--- src/rtl/sbser_pkg.sv ---
// Shared definitions for the sideband serializer.
package sbser_pkg;
    typedef enum logic [1:0] {
        SB_MODE_SUSP = 2'b00,
        SB_MODE_LOW  = 2'b01,
        SB_MODE_ALL  = 2'b10,
        SB_MODE_ALT  = 2'b11
    } sb_mode_e;
endpackage

--- src/rtl/sbser_select.sv ---
// Masks the input lines according to the selection mode.
// Assumes line 0 is always selected; unselected lines read as 0.
module sbser_select
    import sbser_pkg::*;
#(
    parameter int NUM_SIG = 16,
    parameter int LOW_W   = 8
) (
    input  logic [NUM_SIG-1:0] sig_in,
    input  logic [1:0]         mode,
    output logic [NUM_SIG-1:0] masked
);
    sb_mode_e mode_e;
    assign mode_e = sb_mode_e'(mode);

    for (genvar i = 0; i < NUM_SIG; i++) begin : g_bit
        // Per-line enable: line 0 always, low group in LOW mode, all in ALL mode.
        always_comb begin
            if (i == 0)
                masked[i] = sig_in[i];
            else if (mode_e == SB_MODE_ALL)
                masked[i] = sig_in[i];
            else if (mode_e == SB_MODE_LOW && i < LOW_W)
                masked[i] = sig_in[i];
            else
                masked[i] = 1'b0;
        end
    end
endmodule

--- src/rtl/sbser_detect.sv ---
// Detects a change of the masked value and holds it until a frame load.
// Assumes load is asserted only while trigger is high.
module sbser_detect #(
    parameter int NUM_SIG = 16
) (
    input  logic               clk,
    input  logic               rst_n,
    input  logic [NUM_SIG-1:0] masked,
    input  logic               load,
    output logic               trigger
);
    logic [NUM_SIG-1:0] prev_q;
    logic               pend_q;
    logic               change;

    assign change  = (masked != prev_q);
    assign trigger = change | pend_q;

    // Capture the masked value every clock for comparison.
    always_ff @(posedge clk) begin
        if (!rst_n) prev_q <= '0;
        else        prev_q <= masked;
    end

    // Remember a change until the shifter takes a new frame.
    always_ff @(posedge clk) begin
        if (!rst_n)      pend_q <= 1'b0;
        else if (load)   pend_q <= 1'b0;
        else if (change) pend_q <= 1'b1;
    end
endmodule

--- src/rtl/sbser_shift.sv ---
// Frame shifter: loads start bits, data and stop bits, then sends them MSB first.
// Assumes data is stable in the cycle where load is high.
module sbser_shift #(
    parameter int DATA_W  = 16,
    parameter int START_W = 2,
    parameter int STOP_W  = 2
) (
    input  logic              clk,
    input  logic              rst_n,
    input  logic              trigger,
    input  logic [DATA_W-1:0] data,
    output logic              load,
    output logic              ser_out,
    output logic              busy
);
    localparam int FRAME_W = START_W + DATA_W + STOP_W;
    localparam int CNT_W   = $clog2(FRAME_W + 1);
    localparam logic [CNT_W-1:0] FRAME_CNT = CNT_W'(FRAME_W);
    localparam logic [CNT_W-1:0] ONE_CNT   = CNT_W'(1);

    logic [FRAME_W-1:0] shreg_q;
    logic [CNT_W-1:0]   left_q;
    logic [FRAME_W-1:0] frame;

    assign frame   = {{START_W{1'b0}}, data, {STOP_W{1'b1}}};
    assign busy    = (left_q != '0);
    assign load    = trigger && (left_q == '0 || left_q == ONE_CNT);
    assign ser_out = busy ? shreg_q[FRAME_W-1] : 1'b1;

    // Load a frame when idle or at the last bit, else shift one bit.
    always_ff @(posedge clk) begin
        if (!rst_n) begin
            shreg_q <= '0;
            left_q  <= '0;
        end else if (load) begin
            shreg_q <= frame;
            left_q  <= FRAME_CNT;
        end else if (busy) begin
            shreg_q <= shreg_q << 1;
            left_q  <= left_q - ONE_CNT;
        end
    end
endmodule

--- src/rtl/sbser_top.sv ---
// Sideband serializer top: select, change detect, frame shifter.
// Assumes inputs are synchronous to clk.
module sbser_top #(
    parameter int NUM_SIG = 16,
    parameter int LOW_W   = 8,
    parameter int START_W = 2,
    parameter int STOP_W  = 2
) (
    input  logic               clk,
    input  logic               rst_n,
    input  logic [NUM_SIG-1:0] sig_in,
    input  logic [1:0]         mode,
    output logic               ser_out,
    output logic               busy
);
    logic [NUM_SIG-1:0] masked;
    logic               trigger;
    logic               load;

    sbser_select #(.NUM_SIG(NUM_SIG), .LOW_W(LOW_W)) u_sel (
        .sig_in (sig_in),
        .mode   (mode),
        .masked (masked)
    );

    sbser_detect #(.NUM_SIG(NUM_SIG)) u_det (
        .clk     (clk),
        .rst_n   (rst_n),
        .masked  (masked),
        .load    (load),
        .trigger (trigger)
    );

    sbser_shift #(.DATA_W(NUM_SIG), .START_W(START_W), .STOP_W(STOP_W)) u_shf (
        .clk     (clk),
        .rst_n   (rst_n),
        .trigger (trigger),
        .data    (masked),
        .load    (load),
        .ser_out (ser_out),
        .busy    (busy)
    );
endmodule

--- config.mk ---
export PLATFORM = sky130hd
export DESIGN_NAME = sbser_top
export DESIGN_NICKNAME = d
export VERILOG_FILES = /design/src/rtl/sbser_pkg.sv /design/src/rtl/sbser_select.sv /design/src/rtl/sbser_detect.sv /design/src/rtl/sbser_shift.sv /design/src/rtl/sbser_top.sv
export SDC_FILE = /design/constraint.sdc
export NUM_CORES = 1
export LEC_CHECK = 0
export ABC_AREA = 1
export BUFFER_PORTS_ARGS = -buffer_cell sky130_fd_sc_hd__buf_2
export CAP_MARGIN = 10
export CORE_MARGIN = 3
export CORE_UTILIZATION = 34
export DETAILED_ROUTE_END_ITERATION = 7
export GPL_ROUTABILITY_DRIVEN = 0
export PLACE_DENSITY_LB_ADDON = 0.1
export SYNTH_ARGS = -nofsm -noshare
export SYNTH_HDL_FRONTEND = slang
export SYNTH_SLANG_ARGS = --single-unit
export TNS_END_PERCENT = 10
--- constraint.sdc ---
create_clock -name clk -period 2.4 [get_ports clk]
set_input_delay 0.12 -clock clk [delete_from_list [all_inputs] [get_ports clk]]
set_output_delay 0.12 -clock clk [all_outputs]
set_load 0.01 [all_outputs]
# [Word level (Yosys, flattened, before mapping)]
# Cells that the tools add are included.
[word_totals] mem_bits_rw=0 romBits=0 n_memories=0 reg_bits=42 word_cells=46 out_inout_bits=2 latchBits=0
[op_classes] n_reduce_logical=6 order_cmp=0 bitwise_logic=2 mux=27 eq_ne=4 shifts=0 n_div=0 mul=0 addsub=1
[op_table] op="$mux 18" count=2
[op_table] op="$mux 1" count=23
[op_table] op="$ne 16x16->1" count=1
[op_table] op="$mux 5" count=2
[op_table] op="$eq 5x1->1 const B" count=1
[op_table] op="$logic_not 5->1" count=1
[op_table] op="$reduce_bool 5->1" count=1
[op_table] op="$sub 5x1->5 const B" count=1
[op_table] op="$eq 2x1->1 const B" count=1
[op_table] op="$eq 2x2->1 const B" count=1
[op_table] op="$reduce_bool 2->1" count=1
[op_table] op="$reduce_or 2->1" count=1
[op_table] op="$logic_and 1x1->1" count=1
[op_table] op="$logic_or 1x1->1" count=1
[op_table] op="$not 1->1" count=1
[op_table] op="$or 1x1->1" count=1

# [Depth between registers and ports, before layout]
# Gate-level depths: netlist of run 1.
[logic_depth] ltp_word=7 ltp_mapped=16 mapped_depth_nobuf=14

# [Hierarchy]
# Synthesis of run 1 repeated with hierarchy kept, for this count alone.
[hier_totals] hier_cells=407 area_unflattened_um2=2633.8
[by_module_without_submodules] module="sbser_shift" area_per_inst_um2=1582.8 n_inst=1 cells_per_inst=235
[by_module_without_submodules] module="sbser_detect" area_per_inst_um2=798.3 n_inst=1 cells_per_inst=129
[by_module_without_submodules] module="sbser_select" area_per_inst_um2=252.7 n_inst=1 cells_per_inst=43

# [Least setup slack after synthesis of run 1]
# No wires, ideal clock.
[synth_path] path_type="flip-flop to flip-flop" startpoint="register u_shf.left_q[0]" endpoint="register u_shf.shreg_q[2]" t_required_ns=2.283 path_slack_ns=0.754 stages_incl_launch_ff=9 setup_ns=0.117 arrival_time_ns=1.529 synth_period_minus_slack_ns=1.646 cell_sequence="dfxtp_1 -> inv_1 -> ha_1 -> o21ai_0 -> nor2_1 -> buf_1 -> a21oi_2 -> nor2_1 -> nor2_1"
[synth_between] elab_chain_cells=4 word_cells_on_any_way=7 classes_between="1 x eq/ne; 1 x mux; 5 x reduce/logical"
[synth_rtl] item="start: declaration" line="sbser_shift.sv:22" text="logic [CNT_W-1:0] left_q;"
[synth_rtl] item="start signal: assignment" line="sbser_shift.sv:40" text="left_q <= left_q - ONE_CNT;"
[synth_rtl] item="$eq 5x1->1 or $logic_not 5->1 (tied branches)" line="sbser_shift.sv:27" text="assign load = trigger && (left_q == '0 || left_q == ONE_CNT);"
[synth_rtl] item="$logic_or 1x1->1" line="sbser_shift.sv:27"
[synth_rtl] item="$logic_and 1x1->1" line="sbser_shift.sv:27"
[synth_rtl] item="$mux 18 or $reduce_bool 2->1 (tied branches)"
[synth_rtl] item="end signal: assignment" line="sbser_shift.sv:36" text="shreg_q <= frame;"
[synth_rtl] item="end signal: assignment" line="sbser_shift.sv:39" text="shreg_q <= shreg_q << 1;"
[synth_rtl] item="end: declaration" line="sbser_shift.sv:21" text="logic [FRAME_W-1:0] shreg_q;"
# Parallel ways exist; a longest one is shown, timed or not.
# A chain may end at the register's enable or synchronous reset.

# [Final worst setup path of run 1]
[layout_path] startpoint="register u_shf.left_q[0]" endpoint="register u_shf.shreg_q[15]"
# Same word-level chain as after synthesis.

==> results of run 1 <==
## placed cells by master (no fill, tap or decap), drive strengths merged
| cell | count |
|---|---|
| a21oi | 23 |
| o21ai | 19 |
| ha | 2 |
| dfxtp | 42 |
| nand2 | 82 |
| inv | 55 |
| or2 | 2 |
| nor2 | 67 |
| clkinv | 2 |
| nor3 | 2 |
| nand4 | 2 |
| nand3b | 2 |
| clkbuf | 7 |
| xor2 | 1 |
| buf | 26 |
| nand3 | 32 |
## routing by layer
| metal | wire length [um] | part of all wire | vias up |
|---|---|---|---|
| met4 | 44 | 0.0089 | 0 |
| met2 | 2190 | 0.44 | 23 |
| met3 | 149 | 0.030 | 7 |
| met1 | 2560 | 0.52 | 872 |
| li1 | - | - | 1096 |
| met5 | 0 | 0 | - |
## cell families after synthesis
group	after synthesis	synth area share
and+or+nand+nor	189	0.363
buffers and inverters	70	0.136
AOI/OAI and AO/OA	42	0.118
xor gates and xnor gates	1	0.00383
adders and majority gates	2	0.0109
DFF	42	0.368
## flip-flops by register name (all words and copies together), names as in the netlist
name,count
u_shf.shreg_q,20
u_det.prev_q,16
u_shf.left_q,5
u_det.pend_q,1
## where the power goes
group | internal [mW] | switching, mW
Combinational | 0.354 | 0.684
Clock | 0.232 | 0.242
Sequential | 0.819 | 0.0642
Total | 1.41 | 0.991
## Yosys cell counts
library cell	instances
nand2_1	79
nor2_1	63
inv_1	53
dfxtp_1	42
nand3_1	30
o21ai_0	19
a21oi_2	16
a21oi_1	7
buf_4	4
buf_6	4
buf_2	3
nand2_2	3
buf_1	2
ha_1	2
inv_2	2
nand3b_1	2
nor2_2	2
nor2_4	2
nor3_1	2
or2_2	2
clkbuf_1	1
clkinv_1	1
nand3_2	1
nand3_4	1
nand4_1	1
nand4_4	1
xor2_1	1
## worst max-delay path by stage
stage,startpoint,to,slack (ns),depth (start not counted)
6_report,u_shf.left_q[0],u_shf.shreg_q[15],0.51,7
5_1_grt,u_shf.left_q[0],u_shf.shreg_q[9],0.21,7
4_1_cts,u_shf.left_q[0],u_shf.shreg_q[15],0.47,7
3_5_place_dp,mode[0],u_shf.shreg_q[15],0.24,13
3_3_place_gp,mode[0],u_shf.shreg_q[1],0.28,13
2_1_floorplan,u_shf.left_q[0],u_shf.shreg_q[2],0.75,8
## final cells by class
cell class,count,area [um^2]
Fill cell,705,3890
Clock inverter,1,5.00
Sequential cell,42,841
Multi-Input combinational cell,234,1140
Clock buffer,7,86.3
Inverter,56,210
Timing Repair Buffer,26,155
Tap cell,77,96.3
## per-stage QoR
step	power, mW	worst slack (ns)	hold WS, ns
final	2.40	0.509	0.0389
after global routing	2.61	0.212	0.0598
after CTS	2.44	0.468	0.0270
after detailed placement	1.94	0.244	0.341
after global placement	1.95	0.282	0.338
after floorplan	1.67	0.754	0.213
## tightest hold or removal path, cell delays in order
cell	delay (ns)
buf_2	0.10
nand2_1	0.05
inv_1	0.04
==> impl_metrics.ini, run 1 <==
[place]
placed_cells = 435
hpwl_mm = 3.49
portBuffers = 21
place_area_mm2 = 0.00244

[setup_path]
cp_max_fo = 34
crit_type = register to register
r2r_cells = 7
path_buf_inv = 1
slowest_stage = nand4_4
critPathTopFamily = simple AND/OR/NAND/NOR gates
r2r-end = u_shf.shreg_q[15]
crit_arrival_ns = 2.07
critical_path_required_ns = 2.58
end_kind = register
crit_path_cell_trace = inv_1 > ha_1 > nand2_1 > nor2_1 > nand4_4 > o21ai_0 > nor2_1
critPathMostFrequentCell = nor2_1
slowest_delay_ns = 0.42
r2r_start = u_shf.left_q[0]
cp-start-kind = register
rrSetupSlack_ns = 0.51

[global_route]
grtUsageMet2 = 0.225
grt_overflow = 0
grt_usage = 0.141
grt_max_degree = 35
grt_pass1_vias = 1932
met1_usage = 0.191
grt_pass1_wl_mm = 8.62
antenna_found_initial = 0
grt_util_met3 = 0.0320
busiest_layer = met2

[route]
first_pass_iters = 4
first_iter_violations = 87
routed_wl_mm = 4.95
vias_per_cell = 4.51
wl_per_cell_um = 11.2
ant_nets = 0
drc = 0
vias = 1998

[synthesis]
netlist_area_mm2 = 0.00229
synth.distinct_cells = 27
synthTopCellsByArea = dfxtp_1 37%, nand2_1 13%, nor2_1 10%
netlist.area_leader.share = 0.368
avgSynthCellArea_um2 = 6.61
yosysWarnings = 0
ys_ff_latch = 42
ys_seq_area_frac = 0.368
synth_nets = 368
synth_top_area_cell = dfxtp_1
synth_cells = 346

[final_layout]
syn_to_final_growth_pct = 10.7
finalNonFillerCells = 443
fin_util = 0.394
final_area_mm2 = 0.00253
n_antenna_cell = 0
nets = 387
final_layout_size_suffix_gt1_frac = 0.175

[floorplan]
die_w_um = 88.0
num_rows = 29
die_area_mm2 = 0.00774
ios = 22
die_h_um = 88.0
coreArea_mm2 = 0.00642
start_util = 0.356

[sta]
fin_skew_ns = 0.00360
rsz0062_at_grt = no
setup_viol = 0
max_slew_margin = 0.702
tightest_slew_ns = 0.446
slew_violations = 0
max_freq_mhz = 529
finalHoldViolCount = 0
fin_crit_ns = 1.89
tns_ns = 0
period_share = 0.788

[power]
peakVddDrop_v = 0.000393
power_density_mw_per_mm2 = 947
power_leakage_nw = 1.27

[cts]
cts-root-buf = clkbuf_8
cts_buffers = 5
htreeDepth = 2
ctsHoldBuffers = 0
postCtsSetupRepairBufs = 0
cts.path.max_buffers = 2
tritoncts = done
cts_resized = 0
clock-sinks = 42
clk_pin_slew_ns = 0.08
clkLatencyLatePin_ns = 0.29

[hold_path]
worstHoldStart = sig_in[0]
hold_end = u_det.prev_q[0]
hp-class = primary input to register
hold_depth = 3

[run_status]
outcome = finished, final reports clean

[run]
max_cap_viol_count = 0
Note: power is estimated with default switching activity, not from simulation.
==> run 2, diff against run 1 <==
==> constraint.sdc (replaced) <==
create_clock -name clk -period 1.59 [get_ports clk]
set_input_delay 0.0795 -clock clk [delete_from_list [all_inputs] [get_ports clk]]
set_output_delay 0.0795 -clock clk [all_outputs]
set_load 0.01 [all_outputs]
==> run 2 against run 1 <==
Compared with the run above: the run now ends with setup timing left; global-route usage rose by 1.2 points; combinational power is 130% higher; clock skew grew 0.0088 ns; clock power is 85% higher; critical path type unchanged; register-to-register slack worse by 0.61 ns; critical path depth increased by 4.
==> impl_metrics.ini, run 2 (synthesized netlist as in run 1, its figures left out) <==
[final_layout]
fillers = 639
nets = 437
final_cell_mix = 76 x nand2_1, 58 x nor2_1, 51 x inv_1
largest_register_ffs = 20
syn_to_final_growth_pct = 32.1
regMostFlops = u_shf.shreg_q
final_common_cell = nand2_1
n_antenna_cell = 0
final_layout_size_suffix_gt1_frac = 0.308
top_regs = u_shf.shreg_q: 20 flops, u_det.prev_q: 16 flops, u_shf.left_q: 5 flops

[setup_path]
crit_arrival_ns = 1.91
path_buf_inv = 7
critical_path_required_ns = 1.80
end_kind = register
slowest_stage = dfxtp_2
crit_path_cell_trace = nor2_2 > nand2_2 > buf_4 > buf_4 > buf_4 > buf_4 > buf_4 > buf_4 > buf_4 > nand2_1 > a21oi_1
r2r-end = u_shf.left_q[4]
r2r_cells = 11
slowest_delay_ns = 0.36
critPathMostFrequentCell = buf_4
critPathTopFamily = buffers and inverters
r2r_start = u_shf.left_q[2]
rrSetupSlack_ns = -0.10
cp-start-kind = register
crit_type = register to register
cp_max_fo = 3

[power]
power_density_mw_per_mm2 = 1530
power_leakage_nw = 1.53
peakVddDrop_v = 0.000548

[global_route]
grt_pass1_wl_mm = 9.43
grt_max_degree = 35
grt_pass1_vias = 2079
grt_usage = 0.153
antenna_found_initial = 0
grt_overflow = 0

[sta]
tightest_slew_ns = 0.239
slew_violations = 0
setup_viol = 11
tns_ns = -0.230
finalHoldViolCount = 0
rsz0062_at_grt = yes
max_slew_margin = 0.840
setup_ws_ns = -0.105
max_freq_mhz = 590
period_share = 1.07
fin_skew_ns = 0.0124
fin_crit_ns = 1.69

[hold_path]
hold_end = u_det.prev_q[0]
worstHoldStart = sig_in[0]
hp-class = primary input to register
hold_depth = 4

[run]
max_cap_viol_count = 0

[floorplan]
die_area_mm2 = 0.00774
start_util = 0.356
die_w_um = 88.0
num_rows = 29
ios = 22
coreArea_mm2 = 0.00642
die_h_um = 88.0

[route]
ant_nets = 0
drc = 0
first_pass_iters = 4
first_iter_violations = 100
routed_wl_mm = 5.36
vias_per_cell = 4.44
vias = 2187
wl_per_cell_um = 10.9

[place]
portBuffers = 21
place_ws_ns = -0.281
hpwl_mm = 3.85

[cts]
clk_pin_slew_ns = 0.09
cts_buffers = 5
cts.path.max_buffers = 2
tritoncts = done
ctsHoldBuffers = 0
clock-sinks = 42
cts-root-buf = clkbuf_8
clkLatencyLatePin_ns = 0.31
htreeDepth = 2

[run_status]
violations = setup timing
outcome = finished with violations
[run 2: cell types whose count changed in the layout (fill, tap and decap cells not counted), sizes merged]
cell      before  now
clkbuf         7    5
bufinv         0    1
buf           26   76
clkinvlp       0    2
clkinv         2    1
[run 2: area by class of cell]
cell class                 count  area (um^2)  share of cell area
multi-input combinational    234         1180               0.390
clock inverter                 3         45.0              0.0149
timing repair buffer          76          578               0.191
sequential                    42          845               0.280
inverter                      56          210              0.0696
clock buffer                   5         68.8              0.0228
tap                           77         96.3              0.0319
[run 2: worst reg2reg max path: cells and delay by family (launching register included)]
family	cells	cell delay, ns
AO/OA/AOI/OAI	1	0.06
buffers and inverters	7	0.86
flip-flops	1	0.36
AND/OR/NAND/NOR	3	0.32
[run 2: repair_timing]
action | 4_1_cts | 5_1_grt
cloned | 0 | 0
resized for setup | 15 | 7
setup endpoints to repair | 22 | 28
buffers inserted | 11 | 0
pin swaps | 2 | 1
[run 2: worst max-delay path by stage]
stage | from | to | slack (ns) | depth (start not counted)
after detailed placement | mode[0] | u_shf.shreg_q[8] | -0.28 | 16
after global placement | mode[0] | u_shf.shreg_q[10] | -0.27 | 16
after CTS | u_shf.left_q[0] | ser_out | -0.05 | 7
after floorplan | mode[1] | u_shf.shreg_q[14] | 0.05 | 16
after global routing | u_det.prev_q[0] | u_shf.shreg_q[5] | -0.17 | 13
final | u_shf.left_q[2] | u_shf.left_q[4] | -0.10 | 11
[run 2: per-layer routing]
metal / vias to the layer above / part of all wire / GRT usage
met3: 4 / 0.026 / 0.0376
met5: - / 0 / 0
met2: 15 / 0.47 / 0.248
met4: 0 / 0.0086 / 0.0377
li1: 1197 / - / -
met1: 971 / 0.50 / 0.205
[run 2: stage by stage]
stage | hold slack [ns] | util | cells | cell area, um^2 | power (mW)
floorplan | 0.173 | - | 346 | 2290 | 2.54
global placement | 0.371 | 0.432 | 474 | 2780 | 3.30
detailed placement | 0.376 | 0.432 | 474 | 2780 | 3.29
CTS | 0.0537 | 0.469 | 493 | 3010 | 4.59
global route | 0.0863 | 0.470 | 493 | 3020 | 4.97
finish | 0.0642 | 0.470 | 493 | 3020 | 4.61
[run 2: where the power goes]
group,total (mW),internal (mW),switching [mW]
logic,2.37,1.12,1.25
clock network,0.878,0.468,0.410
registers,1.36,1.24,0.117
total,4.61,2.83,1.77
==> run 3, diff against run 2 <==
--- a/config.mk
+++ b/config.mk
@@ -7,9 +7,8 @@
 export LEC_CHECK = 0
 export ABC_AREA = 1
 export BUFFER_PORTS_ARGS = -buffer_cell sky130_fd_sc_hd__buf_2
-export CAP_MARGIN = 10
 export CORE_MARGIN = 3
-export CORE_UTILIZATION = 34
+export CORE_UTILIZATION = 53
 export DETAILED_ROUTE_END_ITERATION = 7
 export GPL_ROUTABILITY_DRIVEN = 0
 export PLACE_DENSITY_LB_ADDON = 0.1
==> run 3 against run 2 <==
Compared with the run above: the run still ends with setup timing left; first-iteration DRC count grew 64%; maximum frequency grew 3.1%; flip-flop and latch count is the same; combinational power shrank 8.9%; highest routed layer unchanged; clock power shrank 21%; register-to-register slack gained 0.06 ns; count of clock-buffer cells in the layout is the same; design area shrank 3.6%; power shrank 8.7%; sequential share of layout area grew 1.0 points; critical path depth shrank 4; critical path type is now register to output pin.
==> impl_metrics.ini, run 3 (synthesized netlist as in run 1, its figures left out) <==
[floorplan]
die_area_mm2 = 0.00514
num_rows = 23
coreArea_mm2 = 0.00409
start_util = 0.559
die_w_um = 71.7
ios = 22
die_h_um = 71.7

[setup_path]
rrSetupSlack_ns = -0.04
r2r-end = u_shf.shreg_q[6]
r2r_cells = 11
crit_type = register to output pin
critical_path_required_ns = 1.51
r2r_start = u_det.prev_q[9]
cp-start-kind = register
startpoint = u_shf.left_q[1]
worstSetupEndpoint = ser_out
end_kind = output pin
critPathMostFrequentCell = buf_6
slowest_delay_ns = 0.35
cp_max_fo = 7
slowest_stage = dfxtp_2
crit_path_cell_trace = inv_2 > ha_2 > nand2_2 > nor2_4 > buf_6 > or2_2 > buf_6
crit_arrival_ns = 1.56

[hold_path]
hp-class = primary input to register
worstHoldStart = sig_in[0]

[route]
routed_wl_mm = 5.33
vias_per_cell = 4.86
first_iter_violations = 164
first_pass_iters = 4
drc = 0
vias = 2206
ant_nets = 0
wl_per_cell_um = 11.7

[sta]
tns_ns = -0.436
rsz0062_at_grt = yes
period_share = 1.03
max_freq_mhz = 608
slew_violations = 0
finalHoldViolCount = 0
setup_ws_ns = -0.0540
setup_viol = 17
max_slew_margin = 0.818
fin_skew_ns = 0.0176
fin_crit_ns = 1.64
tightest_slew_ns = 0.272
holdWs_ns = 0.0285

[cts]
tritoncts = done
ctsHoldBuffers = 0
clk_pin_slew_ns = 0.09
cts_buffers = 5
cts.path.max_buffers = 2
htreeDepth = 2
cts-root-buf = clkbuf_8
clock-sinks = 42
clkLatencyLatePin_ns = 0.30

[final_layout]
finalNonFillerCells = 454
top_regs = u_shf.shreg_q: 20 flops, u_det.prev_q: 16 flops, u_shf.left_q: 5 flops
nets = 425
syn_to_final_growth_pct = 27.3
ff_latch_area_um2 = 845
final_cell_mix = 77 x nand2_1, 59 x nor2_1, 52 x inv_1
fillers = 370
fin_util = 0.712
n_antenna_cell = 0
final_common_cell = nand2_1
multiInputGateArea_mm2 = 0.00120
final_layout_size_suffix_gt1_frac = 0.287
largest_register_ffs = 20
regMostFlops = u_shf.shreg_q
final_area_mm2 = 0.00291

[global_route]
grt_usage = 0.220
grt_overflow = 0
grt_max_degree = 35
grt_pass1_wl_mm = 8.92
grt_pass1_vias = 2038
antenna_found_initial = 0

[place]
place_area_mm2 = 0.00266
placed_cells = 436
portBuffers = 21
hpwl_mm = 3.60

[power]
power_density_mw_per_mm2 = 1440
peakVddDrop_v = 0.000885
power_leakage_nw = 1.48

[run]
max_cap_viol_count = 0

[run_status]
violations = setup timing
outcome = finished with violations
[run 3: cell count changes in the layout (fill, tap and decap cells not counted), moves of 2 or more]
| cell | before | now |
|---|---|---|
| o21ai_0 | 13 | 15 |
| buf_4 | 50 | 35 |
| nand2_2 | 6 | 4 |
| o21ai_1 | 6 | 4 |
| nand3_1 | 30 | 28 |
| nand3_2 | 1 | 3 |
[run 3: final cells by class]
class / instances / area share
timing repair buffer: 63 / 0.173
multi-input combinational: 235 / 0.412
sequential: 42 / 0.290
clock buffer: 5 / 0.0236
inverter: 56 / 0.0722
tap: 50 / 0.0215
clock inverter: 3 / 0.00731
[run 3: where the power goes]
| part | internal [mW] | switching (mW) | leakage, nW |
|---|---|---|---|
| clock | 0.309 | 0.387 | 0.0441 |
| sequential | 1.24 | 0.105 | 0.344 |
| combinational | 0.927 | 1.23 | 1.09 |
| total | 2.48 | 1.73 | 1.48 |
[run 3: routing by layer]
metal  up-vias  wire length [um]  GRT usage
li1       1176                 -          -
met3        12               132     0.0449
met5         -                 0          0
met4         0                99     0.0793
met1       985              2540      0.289
met2        33              2560      0.356
[run 3: worst min path at each step]
stage	endpoint	slack, ns	cells after the start
2_1_floorplan	u_det.prev_q[0]	0.17	2
3_3_place_gp	u_det.prev_q[0]	0.32	3
3_5_place_dp	u_det.prev_q[0]	0.33	3
4_1_cts	u_det.prev_q[0]	0.02	3
5_1_grt	u_det.prev_q[0]	0.06	3
6_report	u_det.prev_q[0]	0.03	3
[run 3: repair_timing]
action | 4_1_cts | 5_1_grt
pin swaps | 2 | 3
cloned | 2 | 0
gates resized for setup | 12 | 12
endpoints found under the setup margin | 19 | 28
buffers inserted | 6 | 2
[run 3: worst max-delay path: cells and delay by family, from the launching register on]
| kind | cells | cell delay, ns |
|---|---|---|
| simple gates | 3 | 0.43 |
| fa+ha+maj | 1 | 0.18 |
| buf+inv | 3 | 0.29 |
| flops | 1 | 0.35 |
[run 3: stage by stage]
stage	setup slack (ns)	total power [mW]
after floorplan	0.0513	2.54
after global placement	-0.270	3.19
after detailed placement	-0.293	3.22
after CTS	-0.0586	4.10
after global routing	-0.198	4.51
final	-0.0540	4.20
